==> src/rtl/regbank_pkg.sv <==
package regbank_pkg;
  typedef enum logic [2:0] {
    ACC_RW   = 3'd0,
    ACC_RO   = 3'd1,
    ACC_WO   = 3'd2,
    ACC_PD   = 3'd3,
    ACC_NONE = 3'd4
  } acc_e;
endpackage

==> src/rtl/regbank_decode.sv <==
module regbank_decode
  import regbank_pkg::*;
#(
  parameter int AW       = 4,
  parameter int NUM_SCR  = 2,
  parameter int ID_OFF   = 0,
  parameter int STAT_OFF = 1,
  parameter int SCR_BASE = 2,
  parameter int CLR_OFF  = 4,
  parameter int PD_OFF   = 7
) (
  input  logic [AW-1:0]      addr_i,
  output acc_e               cls_o,
  output logic [NUM_SCR-1:0] sel_scr_o,
  output logic               sel_id_o,
  output logic               sel_stat_o,
  output logic               sel_clr_o,
  output logic               sel_pd_o
);
  for (genvar i = 0; i < NUM_SCR; i++) begin : g_scr
    assign sel_scr_o[i] = (addr_i == AW'(SCR_BASE + i));
  end

  assign sel_id_o   = (addr_i == AW'(ID_OFF));
  assign sel_stat_o = (addr_i == AW'(STAT_OFF));
  assign sel_clr_o  = (addr_i == AW'(CLR_OFF));
  assign sel_pd_o   = (addr_i == AW'(PD_OFF));

  always_comb begin
    cls_o = ACC_NONE;
    if (|sel_scr_o)              cls_o = ACC_RW;
    if (sel_id_o || sel_stat_o)  cls_o = ACC_RO;
    if (sel_clr_o)               cls_o = ACC_WO;
    if (sel_pd_o)                cls_o = ACC_PD;
  end
endmodule

==> src/rtl/regbank_store.sv <==
module regbank_store #(
  parameter int DW      = 32,
  parameter int NUM_SCR = 2
) (
  input  logic                        clk_i,
  input  logic                        rst_ni,
  input  logic [NUM_SCR-1:0]          wr_scr_i,
  input  logic                        wr_clr_i,
  input  logic                        wr_pd_i,
  input  logic [DW-1:0]               wdata_i,
  output logic [NUM_SCR-1:0][DW-1:0]  scr_o,
  output logic                        pd_o
);
  logic [NUM_SCR-1:0][DW-1:0] scr_q;
  logic                       pd_q;

  for (genvar i = 0; i < NUM_SCR; i++) begin : g_reg
    always_ff @(posedge clk_i or negedge rst_ni) begin
      if (!rst_ni)          scr_q[i] <= '0;
      else if (wr_scr_i[i]) scr_q[i] <= wdata_i;
      else if (i == 0 && wr_clr_i) scr_q[i] <= scr_q[i] & ~wdata_i;  // bit-clear command
    end
  end

  always_ff @(posedge clk_i or negedge rst_ni) begin
    if (!rst_ni)      pd_q <= 1'b0;
    else if (wr_pd_i) pd_q <= wdata_i[0];
  end

  assign scr_o = scr_q;
  assign pd_o  = pd_q;


  scr_hold_chk: assert property (@(posedge clk_i) disable iff (!rst_ni)
    (!(|wr_scr_i) && !wr_clr_i) |=> $stable(scr_q));

  pd_hold_chk: assert property (@(posedge clk_i) disable iff (!rst_ni)
    !wr_pd_i |=> $stable(pd_q));
endmodule

==> src/rtl/regbank_guard.sv <==
module regbank_guard
  import regbank_pkg::*;
#(
  parameter int          AW       = 4,
  parameter int          DW       = 32,
  parameter int          NUM_SCR  = 2,
  parameter int          PD_OFF   = 7,
  parameter logic [DW-1:0] ID_VALUE = 32'h5A17_0001
) (
  input  logic          clk_i,
  input  logic          rst_ni,
  input  logic          req_i,
  input  logic [AW-1:0] addr_i,
  input  logic          we_i,
  input  logic [DW-1:0] wdata_i,
  input  logic [DW-1:0] status_i,
  output logic [DW-1:0] rdata_o,
  output logic          ready_o,
  output logic          err_o,
  output logic          pwrdn_o
);
  localparam int ID_OFF   = 0;
  localparam int STAT_OFF = 1;
  localparam int SCR_BASE = 2;
  localparam int CLR_OFF  = SCR_BASE + NUM_SCR;

  acc_e                       cls;
  logic [NUM_SCR-1:0]         sel_scr;
  logic                       sel_id, sel_stat, sel_clr, sel_pd;
  logic [NUM_SCR-1:0][DW-1:0] scr;
  logic                       pd;
  logic                       bad;
  logic [DW-1:0]              rd;

  regbank_decode #(
    .AW(AW), .NUM_SCR(NUM_SCR), .ID_OFF(ID_OFF), .STAT_OFF(STAT_OFF),
    .SCR_BASE(SCR_BASE), .CLR_OFF(CLR_OFF), .PD_OFF(PD_OFF)
  ) u_dec (
    .addr_i    (addr_i),
    .cls_o     (cls),
    .sel_scr_o (sel_scr),
    .sel_id_o  (sel_id),
    .sel_stat_o(sel_stat),
    .sel_clr_o (sel_clr),
    .sel_pd_o  (sel_pd)
  );

  // permission check
  always_comb begin
    bad = 1'b0;
    unique case (cls)
      ACC_NONE: bad = 1'b1;
      ACC_RO:   bad = we_i;
      ACC_WO:   bad = !we_i;
      default:  bad = 1'b0;
    endcase
    if (pd && cls != ACC_PD) bad = 1'b1;
  end

  logic wr_ok;
  assign wr_ok = req_i && we_i && !bad;

  regbank_store #(.DW(DW), .NUM_SCR(NUM_SCR)) u_store (
    .clk_i   (clk_i),
    .rst_ni  (rst_ni),
    .wr_scr_i(sel_scr & {NUM_SCR{wr_ok}}),
    .wr_clr_i(sel_clr && wr_ok),
    .wr_pd_i (sel_pd && wr_ok),
    .wdata_i (wdata_i),
    .scr_o   (scr),
    .pd_o    (pd)
  );

  always_comb begin
    rd = '0;
    if (sel_id)   rd = ID_VALUE;
    if (sel_stat) rd = status_i;
    for (int i = 0; i < NUM_SCR; i++) if (sel_scr[i]) rd = scr[i];
    if (sel_pd)   rd = DW'(pd);
    if (bad || we_i) rd = '0;
  end

  always_ff @(posedge clk_i or negedge rst_ni) begin
    if (!rst_ni) begin
      ready_o <= 1'b0;
      err_o   <= 1'b0;
      rdata_o <= '0;
    end else begin
      ready_o <= req_i;
      err_o   <= req_i && bad;
      rdata_o <= req_i ? rd : '0;
    end
  end

  assign pwrdn_o = pd;


  ready_chk: assert property (@(posedge clk_i) disable iff (!rst_ni)
    req_i |=> ready_o);

  idle_chk: assert property (@(posedge clk_i) disable iff (!rst_ni)
    !req_i |=> !ready_o);

  err_zero_chk: assert property (@(posedge clk_i) disable iff (!rst_ni)
    err_o |-> (rdata_o == '0));

  pd_block_chk: assert property (@(posedge clk_i) disable iff (!rst_ni)
    (pwrdn_o && req_i && addr_i != AW'(PD_OFF)) |=> err_o);

  ro_write_chk: assert property (@(posedge clk_i) disable iff (!rst_ni)
    (req_i && we_i && addr_i == AW'(ID_OFF)) |=> err_o);

  wo_read_chk: assert property (@(posedge clk_i) disable iff (!rst_ni)
    (req_i && !we_i && addr_i == AW'(CLR_OFF)) |=> (err_o && rdata_o == '0));
endmodule

==> config.mk <==
export PLATFORM = sky130hd
export DESIGN_NAME = regbank_guard
export DESIGN_NICKNAME = d
export VERILOG_FILES = /design/src/rtl/regbank_pkg.sv /design/src/rtl/regbank_decode.sv /design/src/rtl/regbank_store.sv /design/src/rtl/regbank_guard.sv
export SDC_FILE = /design/constraint.sdc
export NUM_CORES = 1
export LEC_CHECK = 0
export CORE_MARGIN = 1.5
export CORE_UTILIZATION = 60
export CTS_CLUSTER_SIZE = 8
export DETAILED_ROUTE_END_ITERATION = 6
export DONT_BUFFER_PORTS = 1
export GPL_ROUTABILITY_DRIVEN = 0
export MAX_ROUTING_LAYER = met4
export PLACE_DENSITY = 0.84
export SETUP_SLACK_MARGIN = 0.4
export SYNTH_ARGS = -nofsm -noshare
export SYNTH_HDL_FRONTEND = slang
export SYNTH_SLANG_ARGS = --single-unit
==> constraint.sdc <==
create_clock -name clk_i -period 2.07 [get_ports clk_i]
set_clock_uncertainty 0.1 [all_clocks]
set_input_delay 0.3105 -clock clk_i [delete_from_list [all_inputs] [get_ports clk_i]]
set_output_delay 0.3105 -clock clk_i [all_outputs]
set_load 0.02 [all_outputs]
======== Word level (Yosys, flattened, before mapping) ========
Cells that the tools add are included.
operators by class
  reduce and logical (&&, ||, !) cells .... 13
  equality and inequality tests ........... 9
  bitwise operators ....................... 3
  mux-type cells .......................... 15
operator list
  operator                                                          count
  32-bit 2-to-1 mux                                                 8
  32-bit bitwise AND                                                1
  32-bit inverter                                                   1
  31-bit 2-to-1 mux                                                 1
  3-bit 2-to-1 mux                                                  4
  4-bit by 2-bit == test with 1-bit output (second input constant)  2
  4-bit by 3-bit == test with 1-bit output (second input constant)  2
  1-bit logical AND                                                 6
  4-bit by 1-bit == test with 1-bit output (second input constant)  1
  4-bit logical NOT                                                 1
  3-bit by 1-bit == test with 1-bit output (second input constant)  1
  3-bit by 2-bit == test with 1-bit output (second input constant)  1
  3-bit == test (second input constant)                             1
  3-bit by 2-bit != test with 1-bit output (second input constant)  1
  1-bit case mux with 3 select lines                                1
  2-bit bitwise AND                                                 1
  1-bit logical NOT                                                 2
  1-bit logical OR                                                  2
  2-bit nonzero test                                                1
  2-bit OR reduction                                                1
  1-bit 2-to-1 mux                                                  1
word-level totals
  input bits .............................. 72
  word-level logic and storage cells ...... 46
  register bits ........................... 99
  output and inout port bits .............. 35

======== Longest topological paths before layout ========
  word-level depth ........................ 14
  gate-level depth with buffers ........... 6

======== Modules after synthesis ========
A second synthesis with hierarchy kept.
unflattened totals
  cells, all modules ...................... 415
  area, all modules ....................... 4,897.2 µm²
modules (own cells, without submodules)
  module          times used  cells an instance  area each (µm²)
  regbank_store   1           208                2,870.3
  regbank_guard   1           194                1,945.6
  regbank_decode  1           13                 81.3

======== Worst setup path after synthesis ========
Ideal clock, no wire load.
  path kind ............................... reg2reg
  from .................................... register u_store.pd_q (netlist: u_store.pd_o)
  to ...................................... register u_store.scr_q (netlist bit u_store.scr_o[0])
  arrival time ............................ 1,487 ps
  required time ........................... 1,846 ps
  stages on the path, launching flop included .. 6
  library setup time ...................... 124 ps
  setup slack ............................. 360 ps
  path through ............................ dfrtp_1 -> nor2_1 -> o21ai_2 -> a211oi_4 -> buf_6 -> a21oi_1
on the way
  cells in the longest elaborated chain, start to end .. 6
  elaborated cells on any way between the ends .. 8
RTL lines
  item                                                     line                                      source
  start: declaration                                       regbank_store.sv:15                       logic pd_q;
  start signal: assignment                                 regbank_store.sv:27                       else if (wr_pd_i) pd_q <= wdata_i[0];
  1-bit logical AND *                                      regbank_guard.sv:57                       if (pd && cls != ACC_PD) bad = 1'b1;
  1-bit 2-to-1 mux *                                       regbank_guard.sv:57
  1-bit logical NOT *                                      regbank_guard.sv:61                       assign wr_ok = req_i && we_i && !bad;
  1-bit logical AND *                                      regbank_guard.sv:61
  2-bit bitwise AND or 1-bit logical AND (tied branches)   regbank_guard.sv:66, regbank_guard.sv:67
  32-bit 2-to-1 mux or 2-bit nonzero test (tied branches)  -
  end signal: indexed assignment                           regbank_store.sv:20                       else if (wr_scr_i[i]) scr_q[i] <= wdata_i;
  end signal: indexed assignment                           regbank_store.sv:21                       else if (i == 0 && wr_clr_i) scr_q[i] <= scr_q[i] & ~wdata_i;
  end: declaration                                         regbank_store.sv:14                       logic [NUM_SCR-1:0][DW-1:0] scr_q;
Mark *: on every way between the ends. The rest lies on a longest branch, timed or not.
A chain may end at the register's enable or synchronous reset.

======== Final worst setup path ========
  from .................................... register u_store.pd_q (netlist: u_store.pd_o)
  to ...................................... register u_store.scr_q (netlist bit u_store.scr_o[20])
The elaborated chain is that of the path after synthesis.

==> run_results.csv <==
group,metric,value,unit
power,vdd_drop_max,0.000427,V
critical_path,crit_arrival,1.82,ns
timing,slew_headroom,0.646,
detailed_routing,wl_per_cell,19.1,um
cells_and_area,final_cells,581,
placed_design,dp_hpwl,6110,um
detailed_routing,first_pass_iters,5,
cells_and_area,diodes,0,
yosys,synth_edf_count,0,
yosys,seq_area_frac_synth,0.547,
critical_path,slowest_delay,0.46,ns
placed_design,io_buffers,0,
worst_hold_path,hp-class,"input pin to asynchronous set/reset pin",
clock_tree,ctsRootBufferMaster,"clkbuf_8",
yosys,synth_xor_area_frac,0,
detailed_routing,drc_errors,0,
timing,fin_tns_setup,0,ns
grt,grt_max_degree,100,
yosys,async_reset_ff_frac,1.00,
flow_run,maxCapViolations,0,
timing,maxSlewViolCount,0,
power,switching_share,0.257,
yosys,synth_compound_area_frac,0.128,
yosys,synthMuxAreaShare,0.151,
run_status,outcome,"complete, but fails checks",
power,intPower,3.44,mW
power,power_switching,1.19,mW
critical_path,critPathMaxFanout,8,
critical_path,crit_path_end_kind,"flop",
cells_and_area,fillers,512,
detailed_routing,vias_per_cell,5.88,
clock_tree,clockBufferDepth,2,
cells_and_area,drive_gt1_frac,0.164,
grt,grt_pass1_wl,17100,um
detailed_routing,routed-via-count,3414,
yosys,synth.avg_cell_area,10.4,um2
grt,track_usage,0.277,
yosys,synth_seq_cells,99,
floorplan,die_h,89.9,um
power,power_density,867,nW/um2
timing,fin_crit,1.68,ns
timing,final_hold_viol_count,99,
yosys,synth_cell_type_count,28,
power,clkPwrFrac,0.327,
floorplan,num_io_pins,107,
timing,rsz0062_at_grt,"true",
clock_tree,cts_tree,"yes",
clock_tree,cts_max_level,3,
detailed_routing,postRouteAntennaNets,0,
power,seq_power_share,0.519,
floorplan,die_area,8080,um2
yosys,synth_top_family_by_area,"multiplexers",
grt,grt_pass1_vias,3460,
cells_and_area,nets,549,
critical_path,worstSetupPathType,"flop to flop",
cells_and_area,layout_common_cells,"dfrtp_1, nor2_1, a21oi_1",
timing,final-setup-viol-count,0,
critical_path,cp-start-kind,"flop",
yosys,yosys.area_share.simple,0.129,
floorplan,start_util,0.621,
critical_path,path_buf_inv,2,
timing,post-route-period-util,0.810,
floorplan,core_area,7290,um2
power,p_leak,2.43,nW
grt,antenna_found_initial,0,
clock_tree,clk_pin_slew,0.10,ns
detailed_routing,dr.first_iter.drc_count,179,
critical_path,critPathTopFamily,"flip-flops",
cells_and_area,layout_commonest_cell,"dfrtp_1",
yosys,postSynthNetCount,506,
yosys,synthCells,434,
critical_path,required,2.22,ns
yosys,ys_warn_count,0,
clock_tree,cts.sinks,99,
grt,overflow,0,
placed_design,placedCellCount,515,
yosys,synth_adder_area_share,0,
run_status,violations,"hold timing",
floorplan,num_rows,31,
clock_tree,numCtsBuffers,9,
timing,whs,-0.468,ns
timing,tightest_slew,0.532,ns
critical_path,cp_slowest_cell,"dfrtp_2",
yosys,syn-cell-area,4530,um2
clock_tree,clk_latency,0.37,ns
detailed_routing,wirelength,11100,um
cells_and_area,area_growth,17.9,%
timing,fmax,596,MHz
power,p_comb_frac,0.154,
yosys,synthFlopType,"dfrtp_1",
critical_path,worstPathCellList,"nor4b_4, o21ai_2, a211oi_4, buf_4, buf_6, a21oi_1",
floorplan,die_w,89.9,um
==> worst paths after layout <==
kind	start	end	slack (ns)	cells past startpoint
max in group asynchronous	rst_ni	rdata_o[11]	2.19	0
hold reg to reg	u_store.scr_o[58]	u_store.scr_o[58]	0.40	1
min in group clk_i	status_i[1]	rdata_o[1]	0	2
hold / removal	rst_ni	u_store.scr_o[58]	-0.47	0
setup / recovery	u_store.pd_o	u_store.scr_o[20]	0.39	6
setup reg to reg	u_store.pd_o	u_store.scr_o[20]	0.39	6
==> power by group through the flow <==
stage	combinational (mW)	sequential [mW]	clock, mW
6_report	0.713	2.41	1.51
5_1_grt	0.795	2.44	1.60
4_1_cts	0.685	2.40	1.51
3_5_place_dp	0.615	2.44	0
3_3_place_gp	0.583	2.41	0
2_1_floorplan	0.529	2.39	0
==> cell usage after synthesis (4+ instances only) <==
master / n / area share
a211oi_1: 8 / 0.013
a21oi_1: 53 / 0.059
a21oi_2: 5 / 0.0097
buf_4: 4 / 0.0066
buf_6: 9 / 0.022
clkbuf_1: 13 / 0.011
dfrtp_1: 99 / 0.55
mux2_2: 31 / 0.077
mux2i_1: 31 / 0.068
nand2_1: 35 / 0.029
nor2_1: 89 / 0.074
o21ai_0: 33 / 0.036
==> timing repair <==
action | in CTS | in global routing
endpoints found under the hold margin | 145 | 106
buffers inserted | 0 | 3
resized for setup | 2 | 3
setup endpoints to repair | 33 | 56
gates cloned | 0 | 2
hold buffers | 38 | 7
pin swaps | 0 | 1
==> metrics by stage <==
| step | setup WS (ns) | util | instance area (um2) | total power [mW] |
|---|---|---|---|---|
| 5_1_grt | 0.354 | 0.733 | 5340 | 4.84 |
| 3_3_place_gp | 0.448 | 0.626 | 4560 | 3.00 |
| 6_report | 0.393 | 0.733 | 5340 | 4.63 |
| 2_1_floorplan | 0.411 | - | 4530 | 2.92 |
| 4_1_cts | 0.389 | 0.713 | 5200 | 4.59 |
| 3_5_place_dp | 0.355 | 0.626 | 4560 | 3.05 |
==> per-layer routing <==
| metal | routed length [um] | GRT usage |
|---|---|---|
| met1 | 4410 | 0.334 |
| met2 | 5640 | 0.452 |
| met3 | 811 | 0.0601 |
| met4 | 252 | 0.123 |
| met5 | 0 | - |
==> cell families after synthesis <==
logic type / count (synthesis)
AOI/OAI and AO/OA: 103
buffers and inverters: 32
DFF: 99
muxes: 64
and+or+nand+nor: 136
==> cell type report <==
class	count	area, um2	share of cell area
multi-input combinational	303	1870	0.350
clock inverter	6	111	0.0208
timing repair buffer	61	612	0.115
clock buffer	10	138	0.0258
inverter	3	11.3	0.00211
tap	99	124	0.0232
sequential	99	2480	0.464
==> flip-flops by register name, indices dropped and copies added (netlist names) <==
register       count
u_store.pd_o       1
err_o              1
u_store.scr_o     64
ready_o            1
rdata_o           32
Note: power is estimated with default switching activity, not from simulation.
